### config.mk
export PLATFORM = sky130hd
export DESIGN_NAME = fpbank_stack
export DESIGN_NICKNAME = d
export VERILOG_FILES = /design/src/rtl/fpbank_pkg.sv /design/src/rtl/fpbank_decode.sv /design/src/rtl/fpbank_regfile.sv /design/src/rtl/fpbank_tags.sv /design/src/rtl/fpbank_stack.sv
export SDC_FILE = /design/constraint.sdc
export NUM_CORES = 2
export LEC_CHECK = 0
export BUFFER_PORTS_ARGS = -buffer_cell sky130_fd_sc_hd__buf_2
export CORE_MARGIN = 10
export CORE_UTILIZATION = 56
export DETAILED_ROUTE_END_ITERATION = 8
export MAX_ROUTING_LAYER = met4
export PLACE_DENSITY = 0.84
export RECOVER_POWER = 25
export SLEW_MARGIN = 40
export SYNTH_ARGS = -nofsm -noshare
export SYNTH_HDL_FRONTEND = slang
export SYNTH_HIERARCHICAL = 1
export SYNTH_SLANG_ARGS = --single-unit
### constraint.sdc
create_clock -name clk -period 10.45 [get_ports clk]
set_input_delay 3.135 -clock clk [delete_from_list [all_inputs] [get_ports clk]]
set_output_delay 3.135 -clock clk [all_outputs]
set_load 0.1 [all_outputs]
### src/rtl/fpbank_pkg.sv
package fpbank_pkg;

    typedef enum logic [2:0] {
        CMD_NONE   = 3'd0,
        CMD_PUSH   = 3'd1,
        CMD_POP    = 3'd2,
        CMD_READ   = 3'd3,
        CMD_WRITE  = 3'd4,
        CMD_INIT   = 3'd5,
        CMD_SETTOP = 3'd6,
        CMD_BANK   = 3'd7
    } cmd_e;

    localparam logic [7:0] ESC_PREFIX = 8'hDB;

endpackage

### src/rtl/fpbank_decode.sv
module fpbank_decode #(
    parameter int BANK_W = 2
) (
    input  logic [15:0]       esc_op,
    output logic              sel_hit,
    output logic [BANK_W-1:0] sel_bank
);
    import fpbank_pkg::*;

    always_comb begin
        sel_hit  = 1'b0;
        sel_bank = '0;
        if (esc_op[15:8] == ESC_PREFIX) begin
            case (esc_op[7:0])
                8'hE8: begin sel_hit = 1'b1; sel_bank = BANK_W'(0); end
                8'hEB: begin sel_hit = 1'b1; sel_bank = BANK_W'(1); end
                8'hEA: begin sel_hit = 1'b1; sel_bank = BANK_W'(2); end
                8'hE9: begin sel_hit = 1'b1; sel_bank = BANK_W'(3); end
                default: ;
            endcase
        end
    end
endmodule

### src/rtl/fpbank_regfile.sv
module fpbank_regfile #(
    parameter int BANKS = 4,
    parameter int DEPTH = 8,
    parameter int WIDTH = 80
) (
    input  logic                                    clk,
    input  logic                                    we,
    input  logic [$clog2(BANKS)+$clog2(DEPTH)-1:0]  addr,
    input  logic [WIDTH-1:0]                        wdata,
    output logic [WIDTH-1:0]                        rdata
);
    localparam int AW      = $clog2(BANKS) + $clog2(DEPTH);
    localparam int ENTRIES = BANKS * DEPTH;

    logic [WIDTH-1:0] mem_q [ENTRIES];

    genvar g;
    generate
        for (g = 0; g < ENTRIES; g++) begin : g_entry
            logic [WIDTH-1:0] ent_d;
            always_comb begin
                ent_d = mem_q[g];
                if (we && addr == AW'(g)) ent_d = wdata;
            end
            always_ff @(posedge clk) mem_q[g] <= ent_d;
        end
    endgenerate

    assign rdata = mem_q[addr];
endmodule

### src/rtl/fpbank_tags.sv
module fpbank_tags #(
    parameter int BANKS = 4,
    parameter int DEPTH = 8
) (
    input  logic                                    clk,
    input  logic                                    rst_n,
    input  logic                                    set_en,
    input  logic                                    clr_en,
    input  logic [$clog2(BANKS)+$clog2(DEPTH)-1:0]  addr,
    input  logic                                    wipe_en,
    input  logic [$clog2(BANKS)-1:0]                wipe_bank,
    output logic [BANKS*DEPTH-1:0]                  tag_vec
);
    localparam int SW      = $clog2(DEPTH);
    localparam int ENTRIES = BANKS * DEPTH;

    logic [ENTRIES-1:0] tag_d, tag_q;

    always_comb begin
        tag_d = tag_q;
        if (set_en) tag_d[addr] = 1'b1;
        if (clr_en) tag_d[addr] = 1'b0;
        if (wipe_en) begin
            for (int s = 0; s < DEPTH; s++) tag_d[{wipe_bank, SW'(s)}] = 1'b0;
        end
    end

    always_ff @(posedge clk) begin
        if (!rst_n) tag_q <= '0;
        else        tag_q <= tag_d;
    end

    assign tag_vec = tag_q;

    AST_WIPE_EMPTIES: assert property (@(posedge clk) disable iff (!rst_n) wipe_en |=> (tag_q[{$past(wipe_bank), {SW{1'b0}}} +: DEPTH] == '0));
    AST_SET_MARKS: assert property (@(posedge clk) disable iff (!rst_n) (set_en && !wipe_en) |=> tag_q[$past(addr)]);
    AST_CLR_EMPTIES: assert property (@(posedge clk) disable iff (!rst_n) clr_en |=> !tag_q[$past(addr)]);
endmodule

### src/rtl/fpbank_stack.sv
module fpbank_stack #(
    parameter int BANKS      = 4,
    parameter int DEPTH      = 8,
    parameter int WIDTH      = 80,
    parameter int SEL_CYCLES = 6
) (
    input  logic                        clk,
    input  logic                        rst_n,
    input  logic                        cmd_valid,
    input  logic [2:0]                  cmd_kind,
    input  logic [$clog2(DEPTH)-1:0]    cmd_idx,
    input  logic [WIDTH-1:0]            cmd_data,
    input  logic [15:0]                 esc_op,
    output logic                        busy,
    output logic [$clog2(BANKS)-1:0]    bank,
    output logic [$clog2(DEPTH)-1:0]    top,
    output logic                        rd_valid,
    output logic [WIDTH-1:0]            rd_data,
    output logic                        fault
);
    import fpbank_pkg::*;

    localparam int BW = $clog2(BANKS);
    localparam int SW = $clog2(DEPTH);
    localparam int AW = BW + SW;
    localparam int CW = $clog2(SEL_CYCLES + 1);

    typedef struct packed {
        logic [BW-1:0]    bank;
        logic [SW-1:0]    top;
        logic [CW-1:0]    cnt;
        logic             rd_valid;
        logic [WIDTH-1:0] rd_data;
        logic             fault;
    } state_t;

    state_t st_d, st_q;

    cmd_e             kind;
    logic             go;
    logic             sel_hit;
    logic [BW-1:0]    sel_bank;
    logic [SW-1:0]    slot;
    logic [AW-1:0]    addr;
    logic [WIDTH-1:0] rdata;
    logic [BANKS*DEPTH-1:0] tag_vec;
    logic             slot_valid;
    logic             we, tag_set, tag_clr, wipe;

    assign kind = cmd_e'(cmd_kind);
    assign go   = cmd_valid && (st_q.cnt == '0);

    fpbank_decode #(.BANK_W(BW)) u_decode (
        .esc_op   (esc_op),
        .sel_hit  (sel_hit),
        .sel_bank (sel_bank)
    );

    always_comb begin
        case (kind)
            CMD_PUSH:            slot = st_q.top - SW'(1);
            CMD_READ, CMD_WRITE: slot = st_q.top + cmd_idx;
            default:             slot = st_q.top;
        endcase
    end

    assign addr       = {st_q.bank, slot};
    assign slot_valid = tag_vec[addr];

    fpbank_regfile #(.BANKS(BANKS), .DEPTH(DEPTH), .WIDTH(WIDTH)) u_regfile (
        .clk   (clk),
        .we    (we),
        .addr  (addr),
        .wdata (cmd_data),
        .rdata (rdata)
    );

    fpbank_tags #(.BANKS(BANKS), .DEPTH(DEPTH)) u_tags (
        .clk       (clk),
        .rst_n     (rst_n),
        .set_en    (tag_set),
        .clr_en    (tag_clr),
        .addr      (addr),
        .wipe_en   (wipe),
        .wipe_bank (st_q.bank),
        .tag_vec   (tag_vec)
    );

    always_comb begin
        st_d          = st_q;
        st_d.rd_valid = 1'b0;
        st_d.fault    = 1'b0;
        we            = 1'b0;
        tag_set       = 1'b0;
        tag_clr       = 1'b0;
        wipe          = 1'b0;
        if (st_q.cnt != '0) st_d.cnt = st_q.cnt - CW'(1);
        if (go) begin
            case (kind)
                CMD_PUSH: begin
                    if (slot_valid) st_d.fault = 1'b1;
                    else begin
                        we       = 1'b1;
                        tag_set  = 1'b1;
                        st_d.top = slot;
                    end
                end
                CMD_POP: begin
                    if (!slot_valid) st_d.fault = 1'b1;
                    else begin
                        tag_clr       = 1'b1;
                        st_d.rd_valid = 1'b1;
                        st_d.rd_data  = rdata;
                        st_d.top      = st_q.top + SW'(1);
                    end
                end
                CMD_READ: begin
                    st_d.rd_valid = 1'b1;
                    st_d.rd_data  = rdata;
                end
                CMD_WRITE: begin
                    we      = 1'b1;
                    tag_set = 1'b1;
                end
                CMD_INIT: begin
                    wipe     = 1'b1;
                    st_d.top = '0;
                end
                CMD_SETTOP: st_d.top = cmd_idx;
                CMD_BANK: begin
                    if (sel_hit) begin
                        st_d.bank = sel_bank;
                        st_d.cnt  = CW'(SEL_CYCLES);
                    end
                end
                default: ;
            endcase
        end
    end

    always_ff @(posedge clk) begin
        if (!rst_n) begin
            st_q.bank     <= '0;
            st_q.top      <= '0;
            st_q.cnt      <= '0;
            st_q.rd_valid <= 1'b0;
            st_q.rd_data  <= '0;
            st_q.fault    <= 1'b0;
        end else begin
            st_q <= st_d;
        end
    end

    assign busy     = (st_q.cnt != '0);
    assign bank     = st_q.bank;
    assign top      = st_q.top;
    assign rd_valid = st_q.rd_valid;
    assign rd_data  = st_q.rd_data;
    assign fault    = st_q.fault;

    AST_SEL_RAISES_BUSY: assert property (@(posedge clk) disable iff (!rst_n) (go && kind == CMD_BANK && sel_hit) |=> busy);
    AST_BUSY_FREEZES: assert property (@(posedge clk) disable iff (!rst_n) busy |=> ($stable(top) && !rd_valid && !fault));
    AST_BANK_NEEDS_SEL: assert property (@(posedge clk) disable iff (!rst_n) !$stable(bank) |-> $past(cmd_valid && cmd_kind == 3'd7));
    AST_FAULT_KEEPS_TOP: assert property (@(posedge clk) disable iff (!rst_n) fault |-> ($stable(top) && !rd_valid));
    AST_SEL_KEEPS_TOP: assert property (@(posedge clk) disable iff (!rst_n) (go && kind == CMD_BANK) |=> $stable(top));
endmodule

Word level (Yosys, flattened, before mapping)
Memory sizes are Yosys's and may differ from the RTL's. Index checks and enable logic that the tools add are counted.

Memory bits (writable): 2560. Output and inout port bits: 88. Bits in registers: 122. Memories: 1. Logic and storage cells: 381.

Magnitude comparators: 18. Reduce and logical (&&, ||, !) cells: 84. Eq/ne operators: 77. $add $sub $neg: 4. Multiplexer cells: 171. Bitwise logic cells: 19.

Memory list: u_regfile.mem_q (words 32, width 80, read ports 1, clocked after Yosys merged registers in 0, wr ports 1, line fpbank_regfile.sv:15) `logic [WIDTH-1:0] mem_q [ENTRIES];`.

Operators with widths (number): 80-bit two-way mux (63); 80-bit OR reduction (31); 32-bit AND (9); 81-bit one-hot mux with 2 select lines (1); 5-bit two-way mux (31); 32-bit two-way mux (3); 85-bit two-way mux (1); 81-bit two-way mux (1); 5-bit == test, second input constant (16); 32-bit inverter (2); 5-bit by 6-bit < comparator with 1-bit output, second input constant (9); 1-bit two-way mux (50); 5-bit by 1-bit greater-or-equal comparator with 1-bit output, second input constant (9); 1-bit logical AND (42); 5-bit by 4-bit == test with 1-bit output, second input constant (8); 8-bit == test, second input constant (5); 1-bit != test, second input constant (32); 25-bit inverter with 32-bit output (1); 26-bit inverter with 32-bit output (1); 27-bit inverter with 32-bit output (1); 28-bit inverter with 32-bit output (1); 29-bit inverter with 32-bit output (1); 30-bit inverter with 32-bit output (1); 31-bit inverter with 32-bit output (1); 30 further kinds (53).

Depth between registers and ports, before layout
Depth in word-level cells: 42. Depth in mapped cells: 21.

By module
Netlist, hierarchy kept.

Modules (own cells, without submodules): fpbank_regfile (seq. area each 76873.7 um^2, instances 1, cells each 4564, area an instance 97258.3 um^2); fpbank_stack (seq. area each 1801.7 um^2, instances 1, cells each 597, area an instance 5197.5 um^2); fpbank_tags (seq. area each 640.6 um^2, instances 1, cells each 134, area an instance 1340.0 um^2); fpbank_decode (seq. area each 0.0 um^2, instances 1, cells each 10, area an instance 91.3 um^2).

Worst setup path before layout
Ideal clock, no wire load.

Path type: in2reg. Start point: input cmd_kind[0]. End point: memory u_regfile.mem_q[11][0], enable pin. Slack: -16 ps. Arrival: 9947 ps. Data required time: 9931 ps. Cell stages on the path: 15. Cell sequence: ha_1 > mux2i_2 > or2_2 > ha_1 > fa_1 > o311a_1 > o22ai_4 > mux2_2 > a2bb2oi_2 > a21oi_1 > a21oi_1 > nor2_1 > nor2b_1 > nand3_1 > nor2_1.

Word-level cells in the longest chain between the ends: 42. Elaborated cells between the ends (all ways): 199. Those cells by class: 66 x eq/ne; 68 x mux; 65 x reduce/logical.

RTL lines: start: declaration (line fpbank_stack.sv:10) `input logic [2:0] cmd_kind,`; 3-bit by 2-bit == test with 1-bit output / 3-bit == test (equally long branches) (line fpbank_stack.sv:60) `case (kind)`; 2-bit OR reduction (line fpbank_stack.sv:60); 3-bit one-hot mux with 2 select lines * (line fpbank_stack.sv:60); net slot[2] (line fpbank_stack.sv:43) `logic [SW-1:0] slot;`; 1-bit binary-select mux with 5-bit select * (line fpbank_stack.sv:68) `assign slot_valid = tag_vec[addr];`; 1-bit two-way mux (implied by the code) * (line fpbank_stack.sv:68); 1-bit two-way mux *; 1-bit one-hot mux with 2 select lines *; 1-bit two-way mux *; net tag_set (line fpbank_stack.sv:48) `logic we, tag_set, tag_clr, wipe;`; 1-bit logical AND (line fpbank_regfile.sv:23) `if (we && addr == AW'(g)) ent_d = wdata;`; 1-bit != test (no source line); 80-bit OR reduction (no source line); 5-bit two-way mux (no source line) / 1-bit two-way mux (equally long branches) (31 in series); end: declaration (line fpbank_regfile.sv:15).

The timed path passes the listed nets; every way through them passes the cells marked *. The select of a mux whose other input is x is not followed.

Worst setup path in the final report
Start point: input cmd_kind[0]. End point: memory u_regfile.mem_q[7][45], enable pin.

Same word-level chain as after synthesis.

==> summary.md <==
| Metric | Value |
|---|---|
| CTS tree | `built` |
| Core area | `185000 um^2` |
| Syn avg cell area | `19.6 um^2` |
| Post-CTS Setup Inserts | `0` |
| Worst slew pin tran | `1390 ps` |
| Filler cells | `11572` |
| Max-cap violations | `0` |
| P&R area growth vs syn | `11.9%` |
| EDFF count, synth | `2560` |
| Most used DFF post-synth | `edfxtp_1` |
| Power Dens Cells | `206 nW/um^2` |
| Seq pwr share | `49.4%` |
| Drt drc | `0` |
| Vias in the first global route | `58484` |
| Most frequent cells in the layout | `edfxtp_1 (2560), mux2i_1 (646), mux4_2 (361)` |
| Num CTS Buffers | `276` |
| Max rail drop VDD | `0.000153 V` |
| Worst endpoint data arrival time | `8850 ps` |
| Congestion Overflow GR | `0` |
| Most common cell after layout, fill and taps aside | `edfxtp_1` |
| Switching pwr | `5.71 mW` |
| Largest net degree at the start of global routing | `118` |
| Routed wire length | `281 mm` |
| Drt wl/cell | `34.2 um` |
| CP bufs+invs | `3` |
| Largest fanout on the critical path | `26` |
| Vias per cell | `6.89` |
| Post-CTS Resized | `0` |
| Latest clock arrival within the worst-skew pair | `930 ps` |
| Initial antenna violation count | `18` |
| Post-Syn Area | `104000 um^2` |
| Sequential share of the synthesized area | `76.3%` |
| Setup Skew | `53.9 ps` |
| Rows | `158` |
| Kind of critical path | `input pin to flip-flop` |
| Share of layout cells above drive strength 1 | `20.4%` |
| Slowest cell on crit path | `nor2_4` |
| HPWL Detailed | `142 mm` |
| CP startpoint kind | `input pin` |
| Mapped Cells | `5305` |
| RR Startpoint | `top[0]$_SDFFE_PN0P_` |
| Longest Clk Path Bufs | `4` |
| Post-DRT Antenna Nets | `0` |
| Vias post-DR | `56566` |
| Cell family with most CP delay | `simple AND/OR/NAND/NOR gates` |
| Post-synthesis cell type count | `69` |
| Die X | `451 um` |
| Switching Share | `23.8%` |
| Total negative slack | `0 ps` |
| Leakage power | `36.9 nW` |
| R2R setup slack | `4830 ps` |
| Fin cells | `8204` |
| Hold Buf Count CTS | `0` |
| Crit path required time | `10970 ps` |
| Final WS setup | `2120 ps` |
| Initial Utilization | `56.1%` |
| Depth of the CTS H-tree | `5` |
| RSZ-0062 raised after global routing | `false` |
| Worst setup path startpoint | `cmd_kind[0]` |
| Layout Nets | `5638` |
| Period utilization | `79.7%` |
| Iter 0 DRT Violations | `8920` |
| Fin. max-slew vios | `0` |
| Combinational power share | `11.4%` |
| Worst stage delay on the critical path | `730 ps` |
| I/O pins | `193` |
| Clock power frac | `39.2%` |
| Seq cells post-synth | `2682` |
| CP cell instances | `buf_2 -> inv_1 -> ha_1 -> mux2i_2 -> or2_2 -> ha_1 -> fa_1 -> o311a_1 -> o22ai_4 -> mux2_2 -> a2bb2oi_2 -> a21oi_1 -> a21oi_1 -> nor2_1 -> nor2b_1 -> nand3_1 -> nor2_4 -> buf_4` |
| First-pass GRT wire length | `404 mm` |
| Final hold vios | `0` |
| CP endpoint kind | `flip-flop` |
| Hold WC Path Type | `flip-flop to flip-flop` |
| DRT Pass-1 Iters | `6` |
| Slew Limit Headroom | `7.30%` |
| Asr flop ratio synth | `0%` |
| DIE AREA | `203000 um^2` |
| Cell-internal power | `18.3 mW` |
| IO Port Bufs | `192` |
| Dpl cells | `7724` |
| Final GP Congestion | `0.861` |
| Net Count, Synth | `5419` |
| CTS sink count | `2682` |
| Worst-path clk slew | `60 ps` |
| Fin crit period | `8330 ps` |
| Clock Tree Root | `clkbuf_16` |
| Total track usage | `27.8%` |
| Finish-stage setup viols | `0` |
| Outcome | `completed` |
| Hold_sp | `rd_data[22]$_SDFFE_PN0P_` |
| Die height | `451 um` |
| Yosys warnings | `6` |
| Pre-CTS setup slack | `1410 ps` |
| Fmax | `120 MHz` |
==> final timing paths <==
path,endpoint,depth (start not counted)
worst max-delay path,u_regfile/mem_q[7][45]$_DFFE_PP_,18
worst max register to register,u_regfile/mem_q[7][45]$_DFFE_PP_,13
worst min-delay path,rd_data[22]$_SDFFE_PN0P_,2
worst min register to register,rd_data[22]$_SDFFE_PN0P_,2
==> synth_stat cells (4+ instances only) <==
cell type,number,area (um^2)
a2111oi_0,69,604
a211oi_1,44,330
a21boi_0,4,30.0
a21oi_1,76,380
a221oi_1,40,350
a22oi_1,80,601
a31oi_1,40,250
a32oi_1,16,140
and2_1,4,25.0
and3_1,6,37.5
and3b_1,7,61.3
buf_1,6,22.5
buf_12,9,180
buf_2,117,586
buf_4,94,706
buf_6,12,135
clkbuf_1,167,627
dfxtp_1,122,2440
edfxtp_1,2560,76900
ha_1,8,100
inv_1,11,41.3
mux2_2,81,912
mux2i_1,646,6470
mux4_2,361,8130
nand2_1,222,833
nand2b_1,7,43.8
nand3_1,14,70.1
nor2_1,141,529
nor2b_1,10,62.6
nor3_1,5,25.0
nor3b_4,4,75.1
o21ai_0,51,255
o21ai_1,14,70.1
o221ai_1,40,350
o22ai_1,169,1060
==> logic make-up (layout without fill, tap and decap cells) <==
logic type / Yosys count / in the layout / share of synthesized area (%)
DFF: 2682 / 2682 / 76.3
muxes: 1089 / 1089 / 14.9
AOI/OAI and AO/OA: 656 / 656 / 4.40
and+or+nand+nor: 448 / 448 / 1.94
buffers and inverters: 418 / 823 / 2.22
adders and majority gates: 9 / 9 / 0.116
xor gates and xnor gates: 3 / 3 / 0.0253
other: 0 / 14 / 0
==> sequential cells by signal, summed over array words and instances (netlist names) <==
signal,cells
rd_data,80
rd_valid,1
bank,2
u_regfile/mem_q,2560
u_tags/tag_vec,32
top,3
fault,1
st_q,3
==> power groups by stage <==
stage / Clock, mW / Sequential [mW] / Combinational (mW)
after floorplan: 0 / 12.1 / 1.94
after global placement: 0 / 12.1 / 2.57
after detailed placement: 0 / 12.1 / 2.66
after CTS: 9.43 / 11.8 / 2.72
after global routing: 9.80 / 11.8 / 2.86
final: 9.39 / 11.9 / 2.74
==> worst min-delay path: cells and delay by family, from the launching register on <==
family | cells | cell delay [ps]
flops | 1 | 300
mux | 1 | 50
simple gates | 1 | 50
==> routing by layer <==
layer / track usage (%) / share of wire [%] / vias to the layer above / wire length, um
met5: - / 0 / - / 0
met2: 43.6 / 49 / 4734 / 137000
met1: 34.0 / 33 / 28764 / 92500
li1: - / - / 22077 / -
met3: 5.48 / 12 / 991 / 34100
met4: 15.7 / 5.9 / 0 / 16600
==> through the flow <==
stage | util (%) | cell area, um^2 | hold WS (ps) | power, mW
final | 62.8 | 116000 | 454 | 24.0
after global routing | 62.8 | 116000 | 474 | 24.5
after CTS | 62.8 | 116000 | 455 | 24.0
after detailed placement | 58.3 | 108000 | 446 | 14.7
after global placement | 58.1 | 108000 | 443 | 14.6
after floorplan | - | 104000 | 435 | 14.0
==> area by class of cell <==
class	instances	area, um^2	share of cell area (%)
antenna	14	35.0	0.0301
clock buffer	368	7520	6.47
clock inverter	96	870	0.748
inverter	11	48.8	0.0420
multi-input combinational	2205	22600	19.4
sequential	2682	79300	68.2
tap	2480	3100	2.67
timing repair buffer	348	2790	2.40
(Power assumes the default switching activity.)
